$ cat src/rtl/fbgs_pkg.sv
package fbgs_pkg;

  // Bridge state command encoding
  typedef enum logic [1:0] {
    BR_OFF   = 2'b00,
    BR_DRIVE = 2'b01,
    BR_FAST  = 2'b10,
    BR_SLOW  = 2'b11
  } bridge_e;

  // Which switch of a leg conducts
  typedef enum logic [1:0] {
    SW_NONE = 2'b00,
    SW_HIGH = 2'b01,
    SW_LOW  = 2'b10
  } leg_e;

  localparam logic [1:0] SR_ACTIVE  = 2'b10;
  localparam logic [1:0] SR_PASSIVE = 2'b11;

  // Largest dead time (code 11), in master-clock periods
  localparam int unsigned DEAD_MAX = 6;

  // Dead time is half the blanking time selected by the code
  function automatic int unsigned dead_periods(input logic [1:0] code);
    case (code)
      2'b00:   return 2;
      2'b01:   return 3;
      2'b10:   return 4;
      default: return 6;
    endcase
  endfunction

endpackage

$ cat src/rtl/fbgs_target.sv
module fbgs_target
  import fbgs_pkg::*;
(
  input  logic       clk,
  input  logic       rst_n,
  input  logic [1:0] bridge_cmd,
  input  logic       phase,
  input  logic [1:0] sr_sel,
  input  logic       zero_det,
  input  logic       rev_trip,
  output leg_e       want_a,
  output leg_e       want_b
);

  bridge_e cmd;
  logic    decaying;
  logic    stop_now;
  logic    stopped_q;
  logic    rect_ok;

  assign cmd      = bridge_e'(bridge_cmd);
  assign decaying = (cmd == BR_FAST) || (cmd == BR_SLOW);

  // The end condition for rectification depends on the policy
  assign stop_now = decaying &&
                    (((sr_sel == SR_ACTIVE)  && zero_det) ||
                     ((sr_sel == SR_PASSIVE) && rev_trip));
  assign rect_ok  = sr_sel[1] && !stopped_q && !stop_now;

  // Sticky until the next drive state
  always_ff @(posedge clk) begin
    if (!rst_n)               stopped_q <= 1'b0;
    else if (cmd == BR_DRIVE) stopped_q <= 1'b0;
    else if (stop_now)        stopped_q <= 1'b1;
  end

  always_comb begin
    want_a = SW_NONE;
    want_b = SW_NONE;
    case (cmd)
      BR_DRIVE: begin
        want_a = phase ? SW_HIGH : SW_LOW;
        want_b = phase ? SW_LOW  : SW_HIGH;
      end
      BR_FAST: begin
        if (rect_ok) begin
          want_a = phase ? SW_LOW  : SW_HIGH;
          want_b = phase ? SW_HIGH : SW_LOW;
        end
      end
      BR_SLOW: begin
        if (rect_ok) begin
          want_a = SW_LOW;
          want_b = SW_LOW;
        end else if (phase) begin
          want_b = SW_LOW;
        end else begin
          want_a = SW_LOW;
        end
      end
      default: ;
    endcase
  end

endmodule

$ cat src/rtl/fbgs_leg_seq.sv
module fbgs_leg_seq
  import fbgs_pkg::*;
#(
  parameter int unsigned CNT_W = 3
) (
  input  logic             clk,
  input  logic             rst_n,
  input  logic             mck_tick,
  input  leg_e             want,
  input  logic [CNT_W-1:0] need_ticks,
  output leg_e             state
);

  leg_e             st_q;
  logic [CNT_W-1:0] ticks_q;

  always_ff @(posedge clk) begin
    if (!rst_n) begin
      st_q    <= SW_NONE;
      ticks_q <= '0;
    end else if (st_q != SW_NONE) begin
      // Leave a conducting switch through the all-off state only
      if (want != st_q) begin
        st_q    <= SW_NONE;
        ticks_q <= '0;
      end
    end else if ((want != SW_NONE) && (ticks_q >= need_ticks)) begin
      st_q <= want;
    end else if (mck_tick && (ticks_q < need_ticks)) begin
      ticks_q <= ticks_q + 1'b1;
    end
  end

  assign state = st_q;

endmodule

$ cat src/rtl/fb_gate_seq.sv
module fb_gate_seq
  import fbgs_pkg::*;
#(
  parameter int unsigned ALIGN_TICKS = 1
) (
  input  logic       clk,
  input  logic       rst_n,
  input  logic       mck_tick,
  input  logic [1:0] bridge_cmd,
  input  logic       phase,
  input  logic [1:0] blank_sel,
  input  logic [1:0] sr_sel,
  input  logic       zero_det,
  input  logic       rev_trip,
  input  logic       enable_n,
  input  logic       run_en,
  input  logic       fault,
  output logic       gate_hi_a,
  output logic       gate_lo_a,
  output logic       gate_hi_b,
  output logic       gate_lo_b
);

  localparam int unsigned NUM_LEGS = 2;
  localparam int unsigned NEED_MAX = DEAD_MAX + ALIGN_TICKS;
  localparam int unsigned CNT_W    = $clog2(NEED_MAX + 1);

  leg_e             want [NUM_LEGS];
  leg_e             leg  [NUM_LEGS];
  logic [CNT_W-1:0] need;
  logic             blocked;

  assign need    = CNT_W'(dead_periods(blank_sel) + ALIGN_TICKS);
  assign blocked = enable_n || !run_en || fault;

  fbgs_target u_target (
    .clk        (clk),
    .rst_n      (rst_n),
    .bridge_cmd (bridge_cmd),
    .phase      (phase),
    .sr_sel     (sr_sel),
    .zero_det   (zero_det),
    .rev_trip   (rev_trip),
    .want_a     (want[0]),
    .want_b     (want[1])
  );

  for (genvar g = 0; g < NUM_LEGS; g++) begin : g_leg
    fbgs_leg_seq #(.CNT_W(CNT_W)) u_leg (
      .clk        (clk),
      .rst_n      (rst_n),
      .mck_tick   (mck_tick),
      .want       (want[g]),
      .need_ticks (need),
      .state      (leg[g])
    );
  end

  assign gate_hi_a = !blocked && (leg[0] == SW_HIGH);
  assign gate_lo_a = !blocked && (leg[0] == SW_LOW);
  assign gate_hi_b = !blocked && (leg[1] == SW_HIGH);
  assign gate_lo_b = !blocked && (leg[1] == SW_LOW);

endmodule

$ cat config.mk
export PLATFORM = sky130hd
export DESIGN_NAME = fb_gate_seq
export DESIGN_NICKNAME = d
export VERILOG_FILES = /design/src/rtl/fbgs_pkg.sv /design/src/rtl/fbgs_target.sv /design/src/rtl/fbgs_leg_seq.sv /design/src/rtl/fb_gate_seq.sv
export SDC_FILE = /design/constraint.sdc
export NUM_CORES = 1
export LEC_CHECK = 0
export ABC_AREA = 1
export BUFFER_PORTS_ARGS = -buffer_cell sky130_fd_sc_hd__buf_2
export CAP_MARGIN = 20
export CORE_MARGIN = 4
export CORE_UTILIZATION = 55
export DETAILED_ROUTE_END_ITERATION = 8
export GPL_TIMING_DRIVEN = 0
export HOLD_SLACK_MARGIN = 0.08
export PLACE_DENSITY_LB_ADDON = 0.12
export SYNTH_ARGS = -nofsm -noshare
export SYNTH_HDL_FRONTEND = slang
export SYNTH_HIERARCHICAL = 1
export SYNTH_SLANG_ARGS = --single-unit
$ cat constraint.sdc
create_clock -name clk -period 2.1 [get_ports clk]
set_clock_uncertainty 0.15 [all_clocks]
set_input_delay 0 -clock clk [delete_from_list [all_inputs] [get_ports clk]]
set_output_delay 0 -clock clk [all_outputs]
set_load 0.005 [all_outputs]
==> impl_metrics.env, run 1 <==
export IMPL_placement_rows=16
export IMPL_cts_setup_buffers=0
export IMPL_drc_errors=0
export IMPL_synth_seq_area_share=0.1913
export IMPL_cts_tree="yes"
export IMPL_drtIter0Drc=18
export IMPL_min_path_cells=5
export IMPL_setup_viol_count_final=0
export IMPL_crit_fanout=6
export IMPL_grt_pass1_wl_mm=3.953
export IMPL_die_h_um=53.75
export IMPL_synth_distinct_cells=16
export IMPL_fillers=189
export IMPL_wl_per_cell_um=9.317
export IMPL_cts_root_buffer="clkbuf_4"
export IMPL_ant_nets=0
export IMPL_synth_warning_count=6
export IMPL_gp_congestion=0.8307
export IMPL_antenna_found_initial=0
export IMPL_path_clk_slew_ns=0.06
export IMPL_whs_ns=0.1094
export IMPL_ff2ff_setup_slack_ns=0.43
export IMPL_cap_violations=0
export IMPL_grt_ovfl_total=0
export IMPL_grt_setup_unrepaired="false"
export IMPL_relSlewSlack=0.8350
export IMPL_worstPathArrival_ns=1.94
export IMPL_maxSlewViolCount=0
export IMPL_grt_pass1_vias=1014
export IMPL_hp_class="in -> reg"
export IMPL_clk_path_buf_depth=2
export IMPL_status="finished clean"
export IMPL_insertion_delay_ns=0.26
export IMPL_syn_inst=190
export IMPL_firstDrtPassIters=4
export IMPL_fp_dieArea_um2=2889
export IMPL_synthesis_nets=215
export IMPL_p_leak_nw=0.7381
export IMPL_avgSynthCellArea_um2=6.058
export IMPL_syn_area_um2=1151
export IMPL_min_from="phase"
export IMPL_final_cells=243
export IMPL_grt_max_degree=8
export IMPL_io_pins=19
export IMPL_num_antenna_cells=0
export IMPL_layout_drive_gt1_share=0.2269
export IMPL_start_kind="input port"
export IMPL_worst_slack_ns=0.1601
export IMPL_area_delta_synth_final_pct=16.52
export IMPL_viasPerCell=4.790
export IMPL_r2r_start="u_target/stopped_q"
export IMPL_power_mw=1.134
export IMPL_cts_buffers=3
export IMPL_finalCritPeriodShare=0.9238
export IMPL_portBuffers=18
export IMPL_dpl_worst_slack_ns=0.3460
export IMPL_r2r_end="g_leg[0].u_leg/ticks_q[2]"
export IMPL_synth_seq_cells=11
export IMPL_final_hold_violation_count=0
export IMPL_die_x_um=53.75
export IMPL_power_density_nw_per_um2=845.5
export IMPL_end_kind="register"
export IMPL_worstRegToRegCells=11
export IMPL_cp_required_ns=2.10
export IMPL_dpl_cell_count=235
export IMPL_max_slew_worst_pin_slew_ns=0.2471
export IMPL_htreeDepth=1
export IMPL_layout_nets=242
export IMPL_vias=1164
export IMPL_multi_input_area_um2=769.5
export IMPL_peakVddDrop_mv=0.5234
export IMPL_cts_sinks=11
export IMPL_hold_end="g_leg[1].u_leg/state[1]"
export IMPL_coreArea_um2=1982
export IMPL_ctsResizeCount=0
export IMPL_routed_wl_mm=2.264
export IMPL_seq_area_um2=220.2
export IMPL_tns_ns=0
export IMPL_fin_crit_ns=1.940
export IMPL_crit_type="in -> reg"
export IMPL_dpl_hpwl_mm=1.941
export IMPL_grt_usage=0.1850
export IMPL_initial_utilization=0.5808
export IMPL_max_freq_ghz=0.5155
layout by cell type, fill, tap and decap left out:
cell type and instances:
ha_1 10, nand3_4 1, dlygate4sd3_1 4, clkbuf_1 1, a21oi_4 2, nor2_1 20, nand3_2 3, inv_1 38
a21oi_1 7, xnor2_1 2, dfxtp_1 11, nand3_1 22, nand2_1 48, buf_2 18, nand4_1 4, a21oi_2 6
clkbuf_4 3, inv_2 5, nor2_2 2, nand2_2 9
cells in the mapped netlist, drive strengths merged:
| library cell | count | area [um^2] |
|---|---|---|
| ha | 10 | 125.1 |
| dfxtp | 11 | 220.2 |
| inv | 43 | 161.4 |
| a21oi | 15 | 120.1 |
| nor2 | 22 | 87.58 |
| nand2 | 57 | 236.5 |
| nand4 | 4 | 25.02 |
| nand3 | 26 | 157.7 |
| xnor2 | 2 | 17.52 |
worst max-delay path, cell delays in order:
cell and delay (ns):
dlygate4sd3_1 0.52, buf_2 0.16, nand2_1 0.06, dlygate4sd3_1 0.55, nand2_1 0.08, a21oi_2 0.03, dlygate4sd3_1 0.55
cell families (layout without fill, tap and decap cells):
group,after synthesis,count (layout),synth area share
XOR/XNOR,2,2,0.01522
adder cells (fa/ha/maj),10,10,0.1087
flip-flops,11,11,0.1913
buffers and inverters,43,69,0.1402
AND/OR/NAND/NOR,109,109,0.4402
AO/OA/AOI/OAI,15,15,0.1043
power breakdown:
group / switching (mW) / total (mW) / internal, mW
Sequential: 0.0680 / 0.332 / 0.264
Combinational: 0.409 / 0.663 / 0.254
Clock: 0.0648 / 0.138 / 0.0735
Total: 0.542 / 1.13 / 0.592
flip-flops by register name (all words and copies together), names as in the netlist:
name and flops:
g_leg.u_leg/state 4, g_leg.u_leg/ticks_q 6, u_target/stopped_q 1
per-layer routing:
metal  vias up  share of wire  global-route usage
met5         -              0                   0
met4         0         0.0053             0.05106
met3         2          0.019             0.04155
met2        10           0.53              0.3387
met1       510           0.45              0.2118
li1        642              -                   -
final cells by class:
type                            count  area share
Clock buffer                        4     0.01959
Inverter                           43      0.1203
Multi-Input combinational cell    136      0.5737
Sequential cell                    11      0.1642
Tap cell                           27     0.02519
Timing Repair Buffer               22     0.09701
repair_timing:
action                     CTS  global route
setup endpoints to repair    0             0
hold endpoints to repair    11             0
hold buffers                 4             0
metrics by stage:
step / area [um^2] / utilization
2_1_floorplan: 1151 / -
3_3_place_gp: 1275 / 0.6433
3_5_place_dp: 1275 / 0.6433
4_1_cts: 1341 / 0.6768
5_1_grt: 1341 / 0.6768
6_report: 1341 / 0.6768
worst max path at each step:
stage / from / endpoint
finish: bridge_cmd[0] / u_target/stopped_q
CTS: bridge_cmd[0] / u_target/stopped_q
detailed placement: blank_sel[0] / g_leg[1].u_leg/state[0]
global route: bridge_cmd[0] / u_target/stopped_q
global placement: blank_sel[0] / g_leg[1].u_leg/state[0]
floorplan: blank_sel[0] / g_leg[0].u_leg/state[0]
Note: power is estimated with default switching activity, not from simulation.
==> run 2: changes to the inputs <==
==> constraint.sdc (replaced) <==
create_clock -name clk -period 1.89 [get_ports clk]
set_clock_uncertainty 0.15 [all_clocks]
set_input_delay 0 -clock clk [delete_from_list [all_inputs] [get_ports clk]]
set_output_delay 0 -clock clk [all_outputs]
set_load 0.005 [all_outputs]
==> run 2 against run 1 <==
Flip-flop and latch count unchanged. Non-clock buffer count increased by 2. Sequential power increased by 11%. Final cell count increased by 0.82%. Combinational power increased by 14%. Register-to-register slack got worse by 0.19 ns.
==> impl_metrics.env, run 2 (same netlist as run 1, synthesis figures left out) <==
export IMPL_gp_congestion=0.8307
export IMPL_final_common_cell="nand2_1"
export IMPL_cap_violations=0
export IMPL_drtIter0Drc=16
export IMPL_finalCritPeriodShare=0.9262
export IMPL_p_leak_nw=0.7419
export IMPL_status="finished clean"
export IMPL_cts_buffers=3
export IMPL_fin_crit_ns=1.751
export IMPL_start_kind="input port"
export IMPL_largest_reg_flops=6
export IMPL_cts_root_buffer="clkbuf_4"
export IMPL_final_hold_violation_count=0
export IMPL_crit_fanout=5
export IMPL_coreArea_um2=1982
export IMPL_max_freq_ghz=0.5713
export IMPL_hp_class="in -> reg"
export IMPL_routed_wl_mm=2.389
export IMPL_placement_rows=16
export IMPL_layout_drive_gt1_share=0.2431
export IMPL_peakVddDrop_mv=0.5965
export IMPL_viasPerCell=4.886
export IMPL_power_density_nw_per_um2=932.2
export IMPL_wl_per_cell_um=9.751
export IMPL_dpl_cell_count=235
export IMPL_io_pins=19
export IMPL_crit_path_frequent_cell="nand2_1"
export IMPL_worstPathCellList="dlygate4sd3_1 -> buf_2 -> inv_1 -> nand2_1 -> nand3_4 -> nand4_1 -> nand2_2 -> inv_1 -> nand2_1 -> nand2_1 -> nor2_2 -> nand2_1 -> nand3_2 -> nand2_1 -> a21oi_2"
export IMPL_layout_nets=244
export IMPL_clk_path_buf_depth=2
export IMPL_cts_sinks=11
export IMPL_portBuffers=18
export IMPL_seq_area_um2=220.2
export IMPL_critPathSlowestCell="dlygate4sd3_1"
export IMPL_mostFrequentLayoutCells="46 x nand2_1, 38 x inv_1, 22 x nand3_1"
export IMPL_antenna_found_initial=0
export IMPL_grt_max_degree=8
export IMPL_fillers=180
export IMPL_num_antenna_cells=0
export IMPL_setup_viol_count_final=0
export IMPL_cts_setup_buffers=0
export IMPL_htreeDepth=1
export IMPL_grt_usage=0.1896
export IMPL_die_h_um=53.75
export IMPL_grt_ovfl_total=0
export IMPL_path_clk_slew_ns=0.06
export IMPL_end_kind="register"
export IMPL_relSlewSlack=0.8358
export IMPL_drc_errors=0
export IMPL_cp_required_ns=1.95
export IMPL_insertion_delay_ns=0.26
export IMPL_ant_nets=0
export IMPL_crit_type="in -> reg"
export IMPL_grt_pass1_vias=1029
export IMPL_final_cells=245
export IMPL_firstDrtPassIters=4
export IMPL_worstPathArrival_ns=1.81
export IMPL_cts_tree="yes"
export IMPL_dpl_hpwl_mm=1.941
export IMPL_grt_pass1_wl_mm=4.015
export IMPL_die_x_um=53.75
export IMPL_whs_ns=0.07038
export IMPL_maxSlewViolCount=0
export IMPL_area_delta_synth_final_pct=19.24
export IMPL_fp_dieArea_um2=2889
export IMPL_top_register="g_leg.u_leg/ticks_q"
export IMPL_initial_utilization=0.5808
export IMPL_multi_input_area_um2=780.7
export IMPL_vias=1197
export IMPL_max_slew_worst_pin_slew_ns=0.2459
export IMPL_cpPeakStageDelay_ns=0.54
## run 2: worst paths after layout
| check | startpoint | endpoint | slack [ns] | cells past startpoint |
|---|---|---|---|---|
| worst min-delay path | phase | g_leg[1].u_leg/state[1] | 0.07 | 5 |
| worst max-delay path | sr_sel[0] | g_leg[0].u_leg/ticks_q[1] | 0.14 | 15 |
| worst min register to register | g_leg[1].u_leg/ticks_q[1] | g_leg[1].u_leg/ticks_q[1] | 0.35 | 2 |
| worst max register to register | u_target/stopped_q | g_leg[0].u_leg/ticks_q[1] | 0.24 | 11 |
## run 2: timing repair
action / CTS / global route
resized for setup: 0 / 4
hold endpoints to repair: 11 / 0
hold buffers: 6 / 0
endpoints found under the setup margin: 0 / 6
## run 2: stage by stage
step | TNS [ns] | utilization | power [mW] | instance area (um^2) | worst slack, ns
2_1_floorplan | 0 | - | 0.9553 | 1151 | 0.3810
3_3_place_gp | 0 | 0.6433 | 1.070 | 1275 | 0.1808
3_5_place_dp | 0 | 0.6433 | 1.108 | 1275 | 0.1360
4_1_cts | 0 | 0.6869 | 1.278 | 1361 | 0.1643
5_1_grt | -0.002102 | 0.6926 | 1.420 | 1373 | -0.002102
6_report | 0 | 0.6926 | 1.280 | 1373 | 0.1395
## run 2: area by class of cell
class / count / share of cell area
clock buffers: 4 / 0.01914
repair buffers: 24 / 0.1094
inverters: 43 / 0.1176
flip-flops and latches: 11 / 0.1604
multi-input cells: 136 / 0.5688
well taps: 27 / 0.02461
## run 2: where the power goes
group	total, mW	leakage [nW]	switching (mW)	internal (mW)
combinational	0.756	0.637	0.467	0.289
clock	0.155	0.0150	0.0732	0.0817
sequential	0.369	0.0897	0.0752	0.294
## run 2: routing by layer
metal / part of all wire / vias to the layer above / global-route usage
li1: - / 646 / -
met1: 0.42 / 520 / 0.2084
met2: 0.53 / 27 / 0.3528
met3: 0.039 / 4 / 0.04155
met4: 0.012 / 0 / 0.06383
met5: 0 / - / 0
## run 2: worst max-delay path: cells and delay by family
family	cells	cell delay, ns
buffers and inverters	4	0.80
and+or+nand+nor	10	0.89
AOI/OAI and AO/OA	1	0.11
